<file path="src/rtl/xfer_pkg.sv">
package xfer_pkg;
  localparam int BYTE_W   = 8;
  localparam int WORD_W   = 2 * BYTE_W;
  localparam int ADDR_W   = 16;
  localparam int RI_NUM   = 8;
  localparam int RI_IDX_W = $clog2(RI_NUM);
  localparam int BIT_IDX_W = $clog2(BYTE_W);
  localparam int STEP_W   = 3;
  localparam int FLAG_W   = 4;
  localparam int FL_N     = 3;
  localparam int FL_Z     = 2;

  typedef enum logic [2:0] {AS_PC, AS_EA, AS_EA1, AS_EP, AS_EP1} addrSel_e;
  typedef enum logic [1:0] {WD_AH, WD_AL, WD_BIT} wdSel_e;
  typedef enum logic [2:0] {MD_NONE, MD_IMM, MD_DIR, MD_EXT, MD_EPI, MD_RI, MD_BIT} mode_e;
  typedef enum logic [4:0] {
    CM_NONE, CM_LDA8, CM_LDA16, CM_STRI,
    CM_EP_A, CM_A_EP, CM_IX_A, CM_A_IX, CM_SP_A, CM_A_SP,
    CM_EP_IMM, CM_IX_IMM, CM_SP_IMM, CM_A_PS, CM_PS_A,
    CM_SWAP, CM_XCH8, CM_XCHW_T, CM_XCHW_EP, CM_XCHW_IX, CM_XCHW_SP
  } commit_e;

  typedef struct packed {
    logic                 legal;
    mode_e                mode;
    logic                 isWr;
    logic                 wide;
    logic [STEP_W-1:0]    lastStep;
    commit_e              commit;
  } dec_t;

  typedef struct packed {
    logic                 rd;
    logic                 wr;
    addrSel_e             addrSel;
    wdSel_e               wdSel;
    logic                 pcInc;
    logic                 eaDir;
    logic                 eaHi;
    logic                 eaLo;
    logic                 shIn;
    logic                 riToBuf;
    commit_e              commit;
    logic [RI_IDX_W-1:0]  riIdx;
    logic [BIT_IDX_W-1:0] bitIdx;
    logic                 bitSet;
  } strb_t;

  function automatic dec_t mk(mode_e m, logic w, logic wd, int last, commit_e c);
    dec_t d;
    d.legal    = 1'b1;
    d.mode     = m;
    d.isWr     = w;
    d.wide     = wd;
    d.lastStep = STEP_W'(last);
    d.commit   = c;
    return d;
  endfunction

  function automatic dec_t decode(input logic [BYTE_W-1:0] op);
    dec_t d;
    d = mk(MD_NONE, 1'b0, 1'b0, 0, CM_NONE);
    d.legal = 1'b0;
    casez (op)
      8'h04:        d = mk(MD_IMM, 1'b0, 1'b0, 1, CM_LDA8);
      8'h05:        d = mk(MD_DIR, 1'b0, 1'b0, 2, CM_LDA8);
      8'h60:        d = mk(MD_EXT, 1'b0, 1'b0, 3, CM_LDA8);
      8'h07:        d = mk(MD_EPI, 1'b0, 1'b0, 2, CM_LDA8);
      8'b0000_1???: d = mk(MD_RI,  1'b0, 1'b0, 2, CM_LDA8);
      8'h45:        d = mk(MD_DIR, 1'b1, 1'b0, 2, CM_NONE);
      8'h61:        d = mk(MD_EXT, 1'b1, 1'b0, 3, CM_NONE);
      8'h47:        d = mk(MD_EPI, 1'b1, 1'b0, 2, CM_NONE);
      8'b0100_1???: d = mk(MD_NONE, 1'b0, 1'b0, 2, CM_STRI);
      8'hE4:        d = mk(MD_IMM, 1'b0, 1'b1, 2, CM_LDA16);
      8'hC5:        d = mk(MD_DIR, 1'b0, 1'b1, 3, CM_LDA16);
      8'hC4:        d = mk(MD_EXT, 1'b0, 1'b1, 4, CM_LDA16);
      8'hC7:        d = mk(MD_EPI, 1'b0, 1'b1, 3, CM_LDA16);
      8'hD5:        d = mk(MD_DIR, 1'b1, 1'b1, 3, CM_NONE);
      8'hD4:        d = mk(MD_EXT, 1'b1, 1'b1, 4, CM_NONE);
      8'hD7:        d = mk(MD_EPI, 1'b1, 1'b1, 3, CM_NONE);
      8'hE3:        d = mk(MD_NONE, 1'b0, 1'b0, 1, CM_EP_A);
      8'hF3:        d = mk(MD_NONE, 1'b0, 1'b0, 1, CM_A_EP);
      8'hE2:        d = mk(MD_NONE, 1'b0, 1'b0, 1, CM_IX_A);
      8'hF2:        d = mk(MD_NONE, 1'b0, 1'b0, 1, CM_A_IX);
      8'hE1:        d = mk(MD_NONE, 1'b0, 1'b0, 1, CM_SP_A);
      8'hF1:        d = mk(MD_NONE, 1'b0, 1'b0, 1, CM_A_SP);
      8'hE7:        d = mk(MD_IMM, 1'b0, 1'b1, 2, CM_EP_IMM);
      8'hE6:        d = mk(MD_IMM, 1'b0, 1'b1, 2, CM_IX_IMM);
      8'hE5:        d = mk(MD_IMM, 1'b0, 1'b1, 2, CM_SP_IMM);
      8'h70:        d = mk(MD_NONE, 1'b0, 1'b0, 1, CM_A_PS);
      8'h71:        d = mk(MD_NONE, 1'b0, 1'b0, 1, CM_PS_A);
      8'h10:        d = mk(MD_NONE, 1'b0, 1'b0, 1, CM_SWAP);
      8'h42:        d = mk(MD_NONE, 1'b0, 1'b0, 1, CM_XCH8);
      8'h43:        d = mk(MD_NONE, 1'b0, 1'b0, 2, CM_XCHW_T);
      8'hF7:        d = mk(MD_NONE, 1'b0, 1'b0, 2, CM_XCHW_EP);
      8'hF6:        d = mk(MD_NONE, 1'b0, 1'b0, 2, CM_XCHW_IX);
      8'hF5:        d = mk(MD_NONE, 1'b0, 1'b0, 2, CM_XCHW_SP);
      8'b1010_????: d = mk(MD_BIT, 1'b0, 1'b0, 3, CM_NONE);
      default:      ;
    endcase
    return d;
  endfunction
endpackage

</file>
<file path="src/rtl/xfer_ctrl.sv">
module xfer_ctrl
  import xfer_pkg::*;
(
  input  logic              clk,
  input  logic              rstN,
  input  logic [BYTE_W-1:0] memRdata,
  output strb_t             strb,
  output logic              done,
  output logic              illegal
);
  logic [STEP_W-1:0] step;
  logic [BYTE_W-1:0] opReg;
  logic [BYTE_W-1:0] curOp;
  dec_t              dec;

  assign curOp   = (step == '0) ? memRdata : opReg;
  assign dec     = decode(curOp);
  assign illegal = (step == '0) && !dec.legal;
  assign done    = (step == '0) ? !dec.legal : (step == dec.lastStep);

  always_ff @(posedge clk) begin
    if (!rstN) begin
      step  <= '0;
      opReg <= '0;
    end else if (step == '0) begin
      opReg <= memRdata;
      if (dec.legal) step <= STEP_W'(1);
    end else if (step == dec.lastStep) begin
      step <= '0;
    end else begin
      step <= step + STEP_W'(1);
    end
  end

  always_comb begin
    int stepI, addrBytes, dataN, dIdx;
    strb         = '0;
    strb.addrSel = AS_PC;
    strb.wdSel   = WD_AL;
    strb.commit  = CM_NONE;
    strb.riIdx   = curOp[RI_IDX_W-1:0];
    strb.bitIdx  = curOp[BIT_IDX_W-1:0];
    strb.bitSet  = curOp[BIT_IDX_W];
    stepI     = int'(step);
    addrBytes = (dec.mode == MD_DIR || dec.mode == MD_BIT) ? 1 : (dec.mode == MD_EXT) ? 2 : 0;
    dataN     = dec.wide ? 2 : 1;
    dIdx      = stepI - addrBytes - 1;
    if (stepI == 0) begin
      strb.rd    = 1'b1;
      strb.pcInc = 1'b1;
    end else if (stepI <= addrBytes) begin
      strb.rd    = 1'b1;
      strb.pcInc = 1'b1;
      if (addrBytes == 1)  strb.eaDir = 1'b1;
      else if (stepI == 1) strb.eaHi  = 1'b1;
      else                 strb.eaLo  = 1'b1;
    end else if (dec.mode == MD_BIT) begin
      strb.addrSel = AS_EA;
      if (stepI == 2) begin
        strb.rd   = 1'b1;
        strb.shIn = 1'b1;
      end else begin
        strb.wr    = 1'b1;
        strb.wdSel = WD_BIT;
      end
    end else if (dIdx < dataN) begin
      unique case (dec.mode)
        MD_IMM: begin
          strb.rd    = 1'b1;
          strb.pcInc = 1'b1;
          strb.shIn  = 1'b1;
        end
        MD_DIR, MD_EXT, MD_EPI: begin
          if (dec.mode == MD_EPI) strb.addrSel = (dIdx == 0) ? AS_EP : AS_EP1;
          else                    strb.addrSel = (dIdx == 0) ? AS_EA : AS_EA1;
          if (dec.isWr) begin
            strb.wr    = 1'b1;
            strb.wdSel = (dec.wide && dIdx == 0) ? WD_AH : WD_AL;
          end else begin
            strb.rd   = 1'b1;
            strb.shIn = 1'b1;
          end
        end
        MD_RI:   strb.riToBuf = 1'b1;
        default: ;
      endcase
    end
    if (stepI != 0 && step == dec.lastStep) strb.commit = dec.commit;
  end
endmodule

</file>
<file path="src/rtl/xfer_dp.sv">
module xfer_dp
  import xfer_pkg::*;
(
  input  logic              clk,
  input  logic              rstN,
  input  strb_t             strb,
  input  logic [BYTE_W-1:0] memRdata,
  output logic [ADDR_W-1:0] memAddr,
  output logic              memRd,
  output logic              memWr,
  output logic [BYTE_W-1:0] memWdata,
  output logic [WORD_W-1:0] accOut,
  output logic [WORD_W-1:0] tmpOut,
  output logic [WORD_W-1:0] epOut,
  output logic [WORD_W-1:0] ixOut,
  output logic [WORD_W-1:0] spOut,
  output logic [ADDR_W-1:0] pcOut,
  output logic [FLAG_W-1:0] flagsOut
);
  logic [WORD_W-1:0] a, t, ep, ix, sp, dBuf, newBuf;
  logic [ADDR_W-1:0] pc, ea;
  logic [FLAG_W-1:0] flags;
  logic [BYTE_W-1:0] ri [RI_NUM];
  logic [BYTE_W-1:0] bitMask;

  assign bitMask = BYTE_W'(1) << strb.bitIdx;

  always_comb begin
    if (strb.shIn)         newBuf = {dBuf[BYTE_W-1:0], memRdata};
    else if (strb.riToBuf) newBuf = {dBuf[BYTE_W-1:0], ri[strb.riIdx]};
    else                   newBuf = dBuf;
  end

  always_comb begin
    unique case (strb.addrSel)
      AS_EA:   memAddr = ea;
      AS_EA1:  memAddr = ea + ADDR_W'(1);
      AS_EP:   memAddr = ep;
      AS_EP1:  memAddr = ep + ADDR_W'(1);
      default: memAddr = pc;
    endcase
    unique case (strb.wdSel)
      WD_AH:   memWdata = a[WORD_W-1:BYTE_W];
      WD_BIT:  memWdata = strb.bitSet ? (dBuf[BYTE_W-1:0] | bitMask) : (dBuf[BYTE_W-1:0] & ~bitMask);
      default: memWdata = a[BYTE_W-1:0];
    endcase
  end

  assign memRd    = strb.rd;
  assign memWr    = strb.wr;
  assign accOut   = a;
  assign tmpOut   = t;
  assign epOut    = ep;
  assign ixOut    = ix;
  assign spOut    = sp;
  assign pcOut    = pc;
  assign flagsOut = flags;

  always_ff @(posedge clk) begin
    if (!rstN) begin
      a <= '0; t <= '0; ep <= '0; ix <= '0; sp <= '0;
      pc <= '0; ea <= '0; dBuf <= '0; flags <= '0;
      for (int i = 0; i < RI_NUM; i++) ri[i] <= '0;
    end else begin
      if (strb.pcInc) pc <= pc + ADDR_W'(1);
      if (strb.eaDir) ea <= {{(ADDR_W-BYTE_W){1'b0}}, memRdata};
      if (strb.eaHi)  ea[ADDR_W-1:BYTE_W] <= memRdata;
      if (strb.eaLo)  ea[BYTE_W-1:0] <= memRdata;
      dBuf <= newBuf;
      unique case (strb.commit)
        CM_LDA8: begin
          a[BYTE_W-1:0] <= newBuf[BYTE_W-1:0];
          t[BYTE_W-1:0] <= a[BYTE_W-1:0];
          flags[FL_N]   <= newBuf[BYTE_W-1];
          flags[FL_Z]   <= (newBuf[BYTE_W-1:0] == '0);
        end
        CM_LDA16: begin
          a           <= newBuf;
          t           <= a;
          flags[FL_N] <= newBuf[WORD_W-1];
          flags[FL_Z] <= (newBuf == '0);
        end
        CM_STRI:    ri[strb.riIdx] <= a[BYTE_W-1:0];
        CM_EP_A:    ep <= a;
        CM_A_EP:    a  <= ep;
        CM_IX_A:    ix <= a;
        CM_A_IX:    a  <= ix;
        CM_SP_A:    sp <= a;
        CM_A_SP:    a  <= sp;
        CM_EP_IMM:  ep <= newBuf;
        CM_IX_IMM:  ix <= newBuf;
        CM_SP_IMM:  sp <= newBuf;
        CM_A_PS:    a  <= {{(WORD_W-FLAG_W){1'b0}}, flags};
        CM_PS_A:    flags <= a[FLAG_W-1:0];
        CM_SWAP:    a  <= {a[BYTE_W-1:0], a[WORD_W-1:BYTE_W]};
        CM_XCH8: begin
          a[BYTE_W-1:0] <= t[BYTE_W-1:0];
          t[BYTE_W-1:0] <= a[BYTE_W-1:0];
        end
        CM_XCHW_T:  begin a <= t;  t  <= a; end
        CM_XCHW_EP: begin a <= ep; ep <= a; end
        CM_XCHW_IX: begin a <= ix; ix <= a; end
        CM_XCHW_SP: begin a <= sp; sp <= a; end
        default: ;
      endcase
    end
  end

  // byte load keeps the high byte and saves only the low byte
  p_byte_load_low_only_r2: assert property (@(posedge clk) disable iff (!rstN)
    strb.commit == CM_LDA8 |=> a[WORD_W-1:BYTE_W] == $past(a[WORD_W-1:BYTE_W])
      && t[BYTE_W-1:0] == $past(a[BYTE_W-1:0]) && t[WORD_W-1:BYTE_W] == $past(t[WORD_W-1:BYTE_W]));

  // high byte written first, low byte at the next address one cycle later
  p_word_store_order_r4: assert property (@(posedge clk) disable iff (!rstN)
    memWr && strb.wdSel == WD_AH |=> memWr && strb.wdSel == WD_AL
      && memAddr == $past(memAddr) + ADDR_W'(1));

  // only loads into A and the flag-load opcode touch the flags
  p_flags_hold_r5: assert property (@(posedge clk) disable iff (!rstN)
    !(strb.commit inside {CM_LDA8, CM_LDA16, CM_PS_A}) |=> flags == $past(flags));

  // a bit operation changes at most one bit of the byte it read
  p_bit_single_r9: assert property (@(posedge clk) disable iff (!rstN)
    memWr && strb.wdSel == WD_BIT |-> $countones(memWdata ^ dBuf[BYTE_W-1:0]) <= 1);
endmodule

</file>
<file path="src/rtl/xfer_exec.sv">
module xfer_exec
  import xfer_pkg::*;
(
  input  logic        clk,
  input  logic        rstN,
  output logic [15:0] memAddr,
  output logic        memRd,
  output logic        memWr,
  output logic [7:0]  memWdata,
  input  logic [7:0]  memRdata,
  output logic        done,
  output logic        illegal,
  output logic [15:0] accOut,
  output logic [15:0] tmpOut,
  output logic [15:0] epOut,
  output logic [15:0] ixOut,
  output logic [15:0] spOut,
  output logic [15:0] pcOut,
  output logic [3:0]  flagsOut
);
  strb_t strb;

  xfer_ctrl u_ctrl (
    .clk(clk), .rstN(rstN), .memRdata(memRdata),
    .strb(strb), .done(done), .illegal(illegal)
  );

  xfer_dp u_dp (
    .clk(clk), .rstN(rstN), .strb(strb), .memRdata(memRdata),
    .memAddr(memAddr), .memRd(memRd), .memWr(memWr), .memWdata(memWdata),
    .accOut(accOut), .tmpOut(tmpOut), .epOut(epOut), .ixOut(ixOut),
    .spOut(spOut), .pcOut(pcOut), .flagsOut(flagsOut)
  );

  // an unsupported opcode writes nothing and only steps the program counter
  p_illegal_no_effect_r11: assert property (@(posedge clk) disable iff (!rstN)
    illegal |-> !memWr);
  p_illegal_state_kept_r11: assert property (@(posedge clk) disable iff (!rstN)
    illegal |=> accOut == $past(accOut) && tmpOut == $past(tmpOut)
      && flagsOut == $past(flagsOut) && pcOut == $past(pcOut) + 16'd1);

  // the cycle after completion fetches the next opcode at the program counter
  p_fetch_after_done_r10: assert property (@(posedge clk) disable iff (!rstN)
    done |=> memRd && !memWr && memAddr == pcOut);
endmodule

</file>
<file path="config.mk">
export PLATFORM = sky130hd
export DESIGN_NAME = xfer_exec
export DESIGN_NICKNAME = d
export VERILOG_FILES = /design/src/rtl/xfer_pkg.sv /design/src/rtl/xfer_ctrl.sv /design/src/rtl/xfer_dp.sv /design/src/rtl/xfer_exec.sv
export SDC_FILE = /design/constraint.sdc
export NUM_CORES = 1
export LEC_CHECK = 0
export BUFFER_PORTS_ARGS = -buffer_cell sky130_fd_sc_hd__buf_2
export CORE_ASPECT_RATIO = 1.5
export CORE_MARGIN = 2
export CORE_UTILIZATION = 63
export DETAILED_ROUTE_END_ITERATION = 7
export PLACE_DENSITY = 0.85
export SLEW_MARGIN = 20
export SYNTH_ARGS = -nofsm -noshare
export SYNTH_HDL_FRONTEND = slang
export SYNTH_SLANG_ARGS = --single-unit
</file>
<file path="constraint.sdc">
create_clock -name clk -period 14.1 [get_ports clk]
set_input_delay 1.41 -clock clk [delete_from_list [all_inputs] [get_ports clk]]
set_output_delay 1.41 -clock clk [all_outputs]
set_load 0.01 [all_outputs]
</file>
==> results of run 1 <==
-- per-layer routing --
| layer | part of all wire, % | GRT usage (%) | vias up |
|---|---|---|---|
| met2 | 47 | 75.7 | 951 |
| met1 | 32 | 49.3 | 6106 |
| met5 | 0 | 0 | - |
| met3 | 10 | 8.19 | 285 |
| li1 | - | - | 5673 |
| met4 | 10 | 38.3 | 0 |
-- synth_stat cells, drive strengths merged (21+ instances only) --
master  number
xnor2       21
mux2i       78
clkbuf      72
dfxtp      143
o21ai       90
a21oi       74
nor2       121
buf         30
a221oi      23
nor4        33
nand3       59
edfxtp      64
a22oi       62
inv         36
nor3        36
o211ai      28
nand2      114
and2        69
-- state kept, by name, indices dropped and copies added, names as in the netlist --
signal,flops
u_dp.pcOut,16
u_dp.flagsOut,4
u_dp.ea,16
u_dp.spOut,16
u_dp.dBuf,16
u_dp.epOut,16
u_dp.ri,64
u_dp.ixOut,16
u_ctrl.step,3
u_dp.accOut,16
u_ctrl.opReg,8
u_dp.tmpOut,16
-- final cells by class --
cell class                      instances  area share [%]
Timing Repair Buffer                  165            6.33
Clock buffer                           24            3.79
Tap cell                              260            2.30
Multi-Input combinational cell       1105            52.0
Sequential cell                       207            33.8
Clock inverter                         12           0.840
Inverter                               36           0.956
-- stage by stage --
| stage | instances | cell area [µm²] |
|---|---|---|
| floorplan | 1450 | 12700 |
| global placement | 1773 | 13500 |
| detailed placement | 1773 | 13500 |
| CTS | 1809 | 14100 |
| global route | 1809 | 14100 |
| finish | 1809 | 14100 |
-- worst max-delay path by stage --
stage | start | endpoint | slack [ps] | cells past startpoint
5_1_grt | u_ctrl.step[1] | memAddr[8] | 2920 | 28
3_5_place_dp | u_ctrl.step[1] | memAddr[10] | 4260 | 28
2_1_floorplan | memRdata[0] | memAddr[10] | 5950 | 28
4_1_cts | u_ctrl.step[1] | memAddr[10] | 3710 | 28
3_3_place_gp | u_ctrl.step[1] | memAddr[10] | 4510 | 28
6_report | u_ctrl.step[1] | memAddr[10] | 3530 | 28
-- placed cells by master, fill, tap and decap left out, drive strengths merged, types with 7 or more instances in the layout --
cell | netlist | final
edfxtp | 64 | 64
nor4 | 33 | 33
or3 | 10 | 10
a22oi | 62 | 62
a31oi | 20 | 20
a21oi | 74 | 74
o32ai | 7 | 7
mux2 | 18 | 18
clkinv | 0 | 8
a211oi | 17 | 17
inv | 36 | 37
a22o | 14 | 14
nand4 | 19 | 19
xor2 | 10 | 10
a221oi | 23 | 23
nor3 | 36 | 36
nand2b | 15 | 15
xnor2 | 21 | 21
mux2i | 78 | 78
and3 | 19 | 19
and2 | 69 | 69
a222oi | 7 | 7
nand2 | 114 | 114
buf | 30 | 165
a2bb2oi | 10 | 10
nor2b | 10 | 10
nand3 | 59 | 59
o21ai | 90 | 90
clkbuf | 72 | 24
ha | 12 | 12
nor4bb | 7 | 7
nor2 | 121 | 121
o211ai | 28 | 28
dfxtp | 143 | 143
-- kinds of logic after synthesis --
kind of cell / count (synthesis)
adder cells (fa/ha/maj): 13
XOR/XNOR: 31
multiplexers: 96
flip-flops: 207
buffers and inverters: 138
AND/OR/NAND/NOR: 538
AO/OA/AOI/OAI: 427
-- worst register-to-register path, delay by kind of cell (launching register included) --
kind	cells	cell delay [ps]
multiplexers	2	1150
AND/OR/NAND/NOR	7	2380
buffers and inverters	4	710
adder cells (fa/ha/maj)	4	1250
flip-flops	1	530
AO/OA/AOI/OAI	5	1280
-- power by group --
group / total [mW] / switching [mW] / internal (mW)
Clock: 0.547 / 0.238 / 0.308
Sequential: 0.711 / 0.0654 / 0.646
Combinational: 0.688 / 0.479 / 0.209
Total: 1.95 / 0.783 / 1.16
==> metrics.md, run 1 <==
| Metric | Value |
|---|---|
| Run status | `complete, no violations` |
| Initial antenna violation count | `0` |
| Number of inserted filler cells in the final layout | `1552` |
| Worst slew pin tran | `1090 ps` |
| Post-synthesis sequential area ratio | `between 30% and 40%` |
| Count of hold-fix buffers inserted at cts | `0` |
| Tcrit/Tclk final | `75.0%` |
| Count of flip-flops with a built-in enable after synthesis | `64` |
| Warning count from the yosys run | `0` |
| Standby leakage power | `5.46 nW` |
| Row Count | `63` |
| Number of buffers added by the clock tree synthesis step | `20` |
| Shortest clock period the worst path allows after layout | `10570 ps` |
| Highest net fanout along the worst path | `23` |
| TritonRoute pass-1 iters | `8` |
| Area Overhead vs Synth | `11.8%` |
| Basic-gate share of the synthesized area counting and, or, nand and nor cells | `between 20 and 25%` |
| Leading cell types by total area after synthesis | `sky130_fd_sc_hd__dfxtp_1 (23%), sky130_fd_sc_hd__edfxtp_1 (15%), sky130_fd_sc_hd__mux2i_1 (6.0%)` |
| Worst endpoint data arrival time | `9160 ps` |
| Total count of max-transition violations in the final report | `0` |
| Number of buffers added for setup after CTS | `0` |
| CP required | `12690 ps` |
| Hold slack | `494 ps` |
| Worst path slowest cell | `sky130_fd_sc_hd__mux2i_1` |
| Vias in the first global route | `12.3k` |
| Area of the multi-input gates | `0.00735 mm²` |
| Count of input and output buffers | `137` |
| Normalized max-slew margin | `between 20% and 30%` |
| CP Capture Type | `primary output` |
| Pin count of the biggest net entering global routing | `66` |
| Count of clock tree sinks | `~210` |
| PostCTS Resize Cnt | `0` |
| Ratio of cells with drive above 1 in the final layout | `16.7%` |
| Number of buffers on the longest clock path | `3` |
| Number of nets produced by synthesis | `1473` |
| Origin of the worst min-delay path | `u_dp.ixOut[10]` |
| Total grt overflow | `0` |
| Library cells used by synthesis | `84` |
| Post-DR vias/cell | `7.19` |
| Total of max-cap violations | `0` |
| Hold path endpoint | `u_dp.ixOut[10]` |
| Overall Power | `1.95 mW` |
| Cell type with the largest total area after synthesis | `sky130_fd_sc_hd__dfxtp_1` |
| Setup Slack @ Placement | `4260 ps` |
| Max stage delay on crit path | `880 ps` |
| Worst hold-check path type | `register to register` |
| Top achievable clock speed | `94.6 MHz` |
| Initial core utilization | `64.2%` |
| Worst-Skew Late Latency | `520 ps` |
| Routed wire length | `48900 µm` |
| Last weighted congestion value of the routability-driven placer | `1.06` |
| Count of state elements after synthesis | `207` |
| Inserted Diodes | `0` |
| Detailed router's first-iteration violation count | `1587` |
| CTS clk-pin slew, worst paths | `roughly 70 ps` |
| Count of boundary I/O pins | `138` |
| Combinational family with the most area after synthesis | `compound AO/OA/AOI/OAI gates` |
| Average wire length per cell after detail routing | `between 20 and 30 µm` |
| Largest clock skew in the final design | `9.25 ps` |
| Die outline height | `178 µm` |
| Top_reg_cell synth | `sky130_fd_sc_hd__dfxtp_1` |
| Die width | `120 µm` |
| Area share of xor/xnor cells in the synthesized design | `2.15%` |
| Synth Area in Compound Gates | `24.1%` |
| Cell area after technology mapping | `about 0.013 mm²` |
| Post-synth ARST share | `0%` |
| Area of the core | `approximately 0.020 mm²` |
| Synth top area share | `between 20% and 30%` |
| Clock root cell | `sky130_fd_sc_hd__clkbuf_16` |
| Highest ir drop seen on vdd | `142 µV` |
| R2R Path End | `u_dp.flagsOut[2]` |
| Cell count after synthesis | `1450` |
| Total GRT Usage | `approximately 45%` |
| NumNets Final | `1558` |
| Post-Synth Adder-Cell Area | `roughly 1.3%` |
| Final hold viol count | `0` |
| RSZ-0062 raised after global routing | `false` |
| Setup violators final | `0` |
| Worst reg2reg startpoint | `u_ctrl.step[1]` |
| Post-Synthesis Mean Instance Area | `between 8 and 9 µm²` |
| Most frequent CP cell | `sky130_fd_sc_hd__ha_1` |
| DIE AREA | `0.0213 mm²` |
| Storage element area | `0.00478 mm²` |
| Depth of the most critical reg-to-reg path | `22` |
| Category of the most critical setup path | `register to primary output` |
| H-tree levels | `1` |
| CTS tree | `yes` |
| Accumulated negative setup slack | `0 ps` |
| Worst hold path cell count | `2` |
| Slack of the worst reg-to-reg path | `6720 ps` |
| Core Util, Final | `between 70% and 80%` |
| Number of remaining DRC errors | `0` |
| Count of buffering cells on the critical path with inverters included | `5` |
| Residual antenna-violating net count after detailed routing | `0` |
| Routed via count | `13.0k` |
| Final HPWL from detailed placement | `35400 µm` |
| Final setup margin | `3530 ps` |
| First-pass GRT wire length | `73100 µm` |
| Proportion of synthesized area in mux cells | `7.83%` |
| Power per unit of standard cell area | `around 140 mW/mm²` |
| Largest delay share family, worst path | `simple AND/OR/NAND/NOR gates` |
| Kind of start point of the critical path | `register` |
(Power assumes the default switching activity.)
==> inputs of run 2 (changes only) <==
- CORE_UTILIZATION: 63 -> 60
- PLACE_DENSITY: 0.85 -> 0.81
- clock period: 14.1 -> 10.8 ns (I/O delays scaled with it)
==> run 2 against run 1 <==
Net effect:
- largest cell class unchanged
- utilization fell by 3.9 points
- die area rose by 4.9%
- largest power group unchanged
- critical endpoint unchanged
- routed wire length fell by 0.59%
==> metrics.md, run 2 (synthesis results as in run 1) <==
| Metric | Value |
|---|---|
| Number of remaining DRC errors | `0` |
| CP Capture Type | `primary output` |
| Worst path slowest cell | `sky130_fd_sc_hd__a31oi_2` |
| Kind of start point of the critical path | `register` |
| Clock root cell | `sky130_fd_sc_hd__clkbuf_16` |
| Top achievable clock speed | `102 MHz` |
| Origin of the worst min-delay path | `u_dp.ixOut[10]` |
| Max stage delay on crit path | `930 ps` |
| Worst endpoint data arrival time | `between 8000 and 9000 ps` |
| Final HPWL from detailed placement | `35100 µm` |
| Standby leakage power | `5.49 nW` |
| Routing usage on met1 | `between 40 and 50%` |
| Die outline height | `roughly 180 µm` |
| Number of buffers added for setup after CTS | `0` |
| Average wire length per cell after detail routing | `approximately 27 µm` |
| RSZ-0062 raised after global routing | `false` |
| Count of hold-fix buffers inserted at cts | `0` |
| Last weighted congestion value of the routability-driven placer | `1.04` |
| First-pass GRT wire length | `between 70000 and 80000 µm` |
| Number of inserted filler cells in the final layout | `between 1.5k and 2k` |
| Total grt overflow | `0` |
| Flip-flop count of the largest register after layout | `64` |
| Row Count | `65` |
| Residual antenna-violating net count after detailed routing | `0` |
| TritonRoute pass-1 iters | `6` |
| Ratio of cells with drive above 1 in the final layout | `17.0%` |
| Highest ir drop seen on vdd | `~160 µV` |
| Highest net fanout along the worst path | `32` |
| Detailed router's first-iteration violation count | `about 1.5k` |
| Area of the core | `approximately 0.021 mm²` |
| Count of boundary I/O pins | `138` |
| Setup violators final | `0` |
| DIE AREA | `around 0.022 mm²` |
| Run status | `complete, no violations` |
| Worst hold-check path type | `register to register` |
| Area Overhead vs Synth | `12.1%` |
| Initial core utilization | `60.5%` |
| CP required | `9720 ps` |
| Vias in the first global route | `approximately 12k` |
| CTS clk-pin slew, worst paths | `around 60 ps` |
| Routed via count | `13.0k` |
| Final hold viol count | `0` |
| Register with the most flip-flops | `u_dp.ri` |
| Count of input and output buffers | `between 100 and 150` |
| Met2 GRT Util | `between 70% and 80%` |
| Largest clock skew in the final design | `~29 ps` |
| Count of clock tree sinks | `207` |
| Worst-Skew Late Latency | `530 ps` |
| Startpoint of the worst setup timing path | `u_ctrl.step[1]` |
| Routed wire length | `48600 µm` |
| PostCTS Resize Cnt | `0` |
| Hold slack | `between 400 and 500 ps` |
| Storage element area | `0.00478 mm²` |
| H-tree levels | `1` |
| Number of buffers on the longest clock path | `3` |
| NumNets Final | `1564` |
| Placed standard-cell area | `0.0135 mm²` |
| Category of the most critical setup path | `register to primary output` |
| Normalized max-slew margin | `19.4%` |
| Pin count of the biggest net entering global routing | `77` |
| Tcrit/Tclk final | `91.2%` |
| Initial antenna violation count | `0` |
| Area of the multi-input gates | `0.00733 mm²` |
| Shortest clock period the worst path allows after layout | `~9800 ps` |
| Number of buffers added by the clock tree synthesis step | `21` |
| GR met3 Demand/Resource | `8.04%` |
| Total of max-cap violations | `0` |
| Total count of max-transition violations in the final report | `0` |
| Total GRT Usage | `~43%` |
| Worst slew pin tran | `1200 ps` |
| Die width | `123 µm` |
| Worst reg2reg startpoint | `u_ctrl.step[1]` |
| CTS tree | `yes` |
| Most frequent CP cell | `sky130_fd_sc_hd__ha_1` |
| Post-Layout Inst Area | `0.0142 mm²` |
| Accumulated negative setup slack | `0 ps` |
| Power per unit of standard cell area | `178 mW/mm²` |
| Top library cells by usage in the layout, fill and taps aside | `sky130_fd_sc_hd__dfxtp_1 (143), sky130_fd_sc_hd__buf_2 (137), sky130_fd_sc_hd__nor2_1 (121)` |
| Most crowded layer after global routing | `met2` |
| Post-DR vias/cell | `a little over 7` |
| Leading cell type in the layout, fill and taps excluded | `sky130_fd_sc_hd__dfxtp_1` |
[run 2: cell count changes in the layout (fill, tap and decap cells not counted), sizes merged]
cell	before	now
clkbuf	24	30
inv	37	38
buf	165	169
clkinv	8	6
bufinv	2	0
clkinvlp	1	0
diode	0	1
[run 2: worst paths after layout]
check | end | slack, ps | depth (start not counted)
worst max-delay path | memAddr[10] | 950 | 28
worst min-delay path | u_dp.ixOut[10] | 490 | 2
worst max register to register | u_dp.accOut[0] | 3660 | 20
worst min register to register | u_dp.ixOut[10] | 490 | 2
[run 2: area by class of cell]
class,instances,area share [%]
Sequential cell,207,33.7
Antenna cell,1,0.0176
Clock inverter,8,0.388
Clock buffer,29,4.16
Inverter,36,0.953
Tap cell,268,2.36
Timing Repair Buffer,170,6.72
Multi-Input combinational cell,1105,51.7
[run 2: critical path: cells and delay by family (launching register included)]
kind,cells,cell delay (ps)
simple gates,11,3170
compound gates,7,2570
fa+ha+maj,5,1500
buf+inv,4,470
flops,1,400
xor+xnor,1,120
[run 2: through the flow]
step	util (%)	worst slack, ps	instances	power [mW]
5_1_grt	67.8	405	1823	2.60
3_5_place_dp	64.6	1670	1784	1.78
6_report	67.8	954	1824	2.52
2_1_floorplan	-	3310	1450	1.50
3_3_place_gp	64.5	1710	1784	1.78
4_1_cts	67.6	1090	1821	2.48
[run 2: where the power goes]
| part | switching, mW | total (mW) | internal (mW) | leakage, nW |
|---|---|---|---|---|
| Combinational | 0.616 | 0.892 | 0.276 | 3.35 |
| Sequential | 0.0772 | 0.920 | 0.843 | 1.82 |
| Clock | 0.321 | 0.707 | 0.386 | 0.324 |
[run 2: layer usage]
metal	up-vias	share of wire [%]
li1	5677	-
met1	6123	34
met2	937	48
met3	259	9.9
met4	0	8.3
met5	-	0
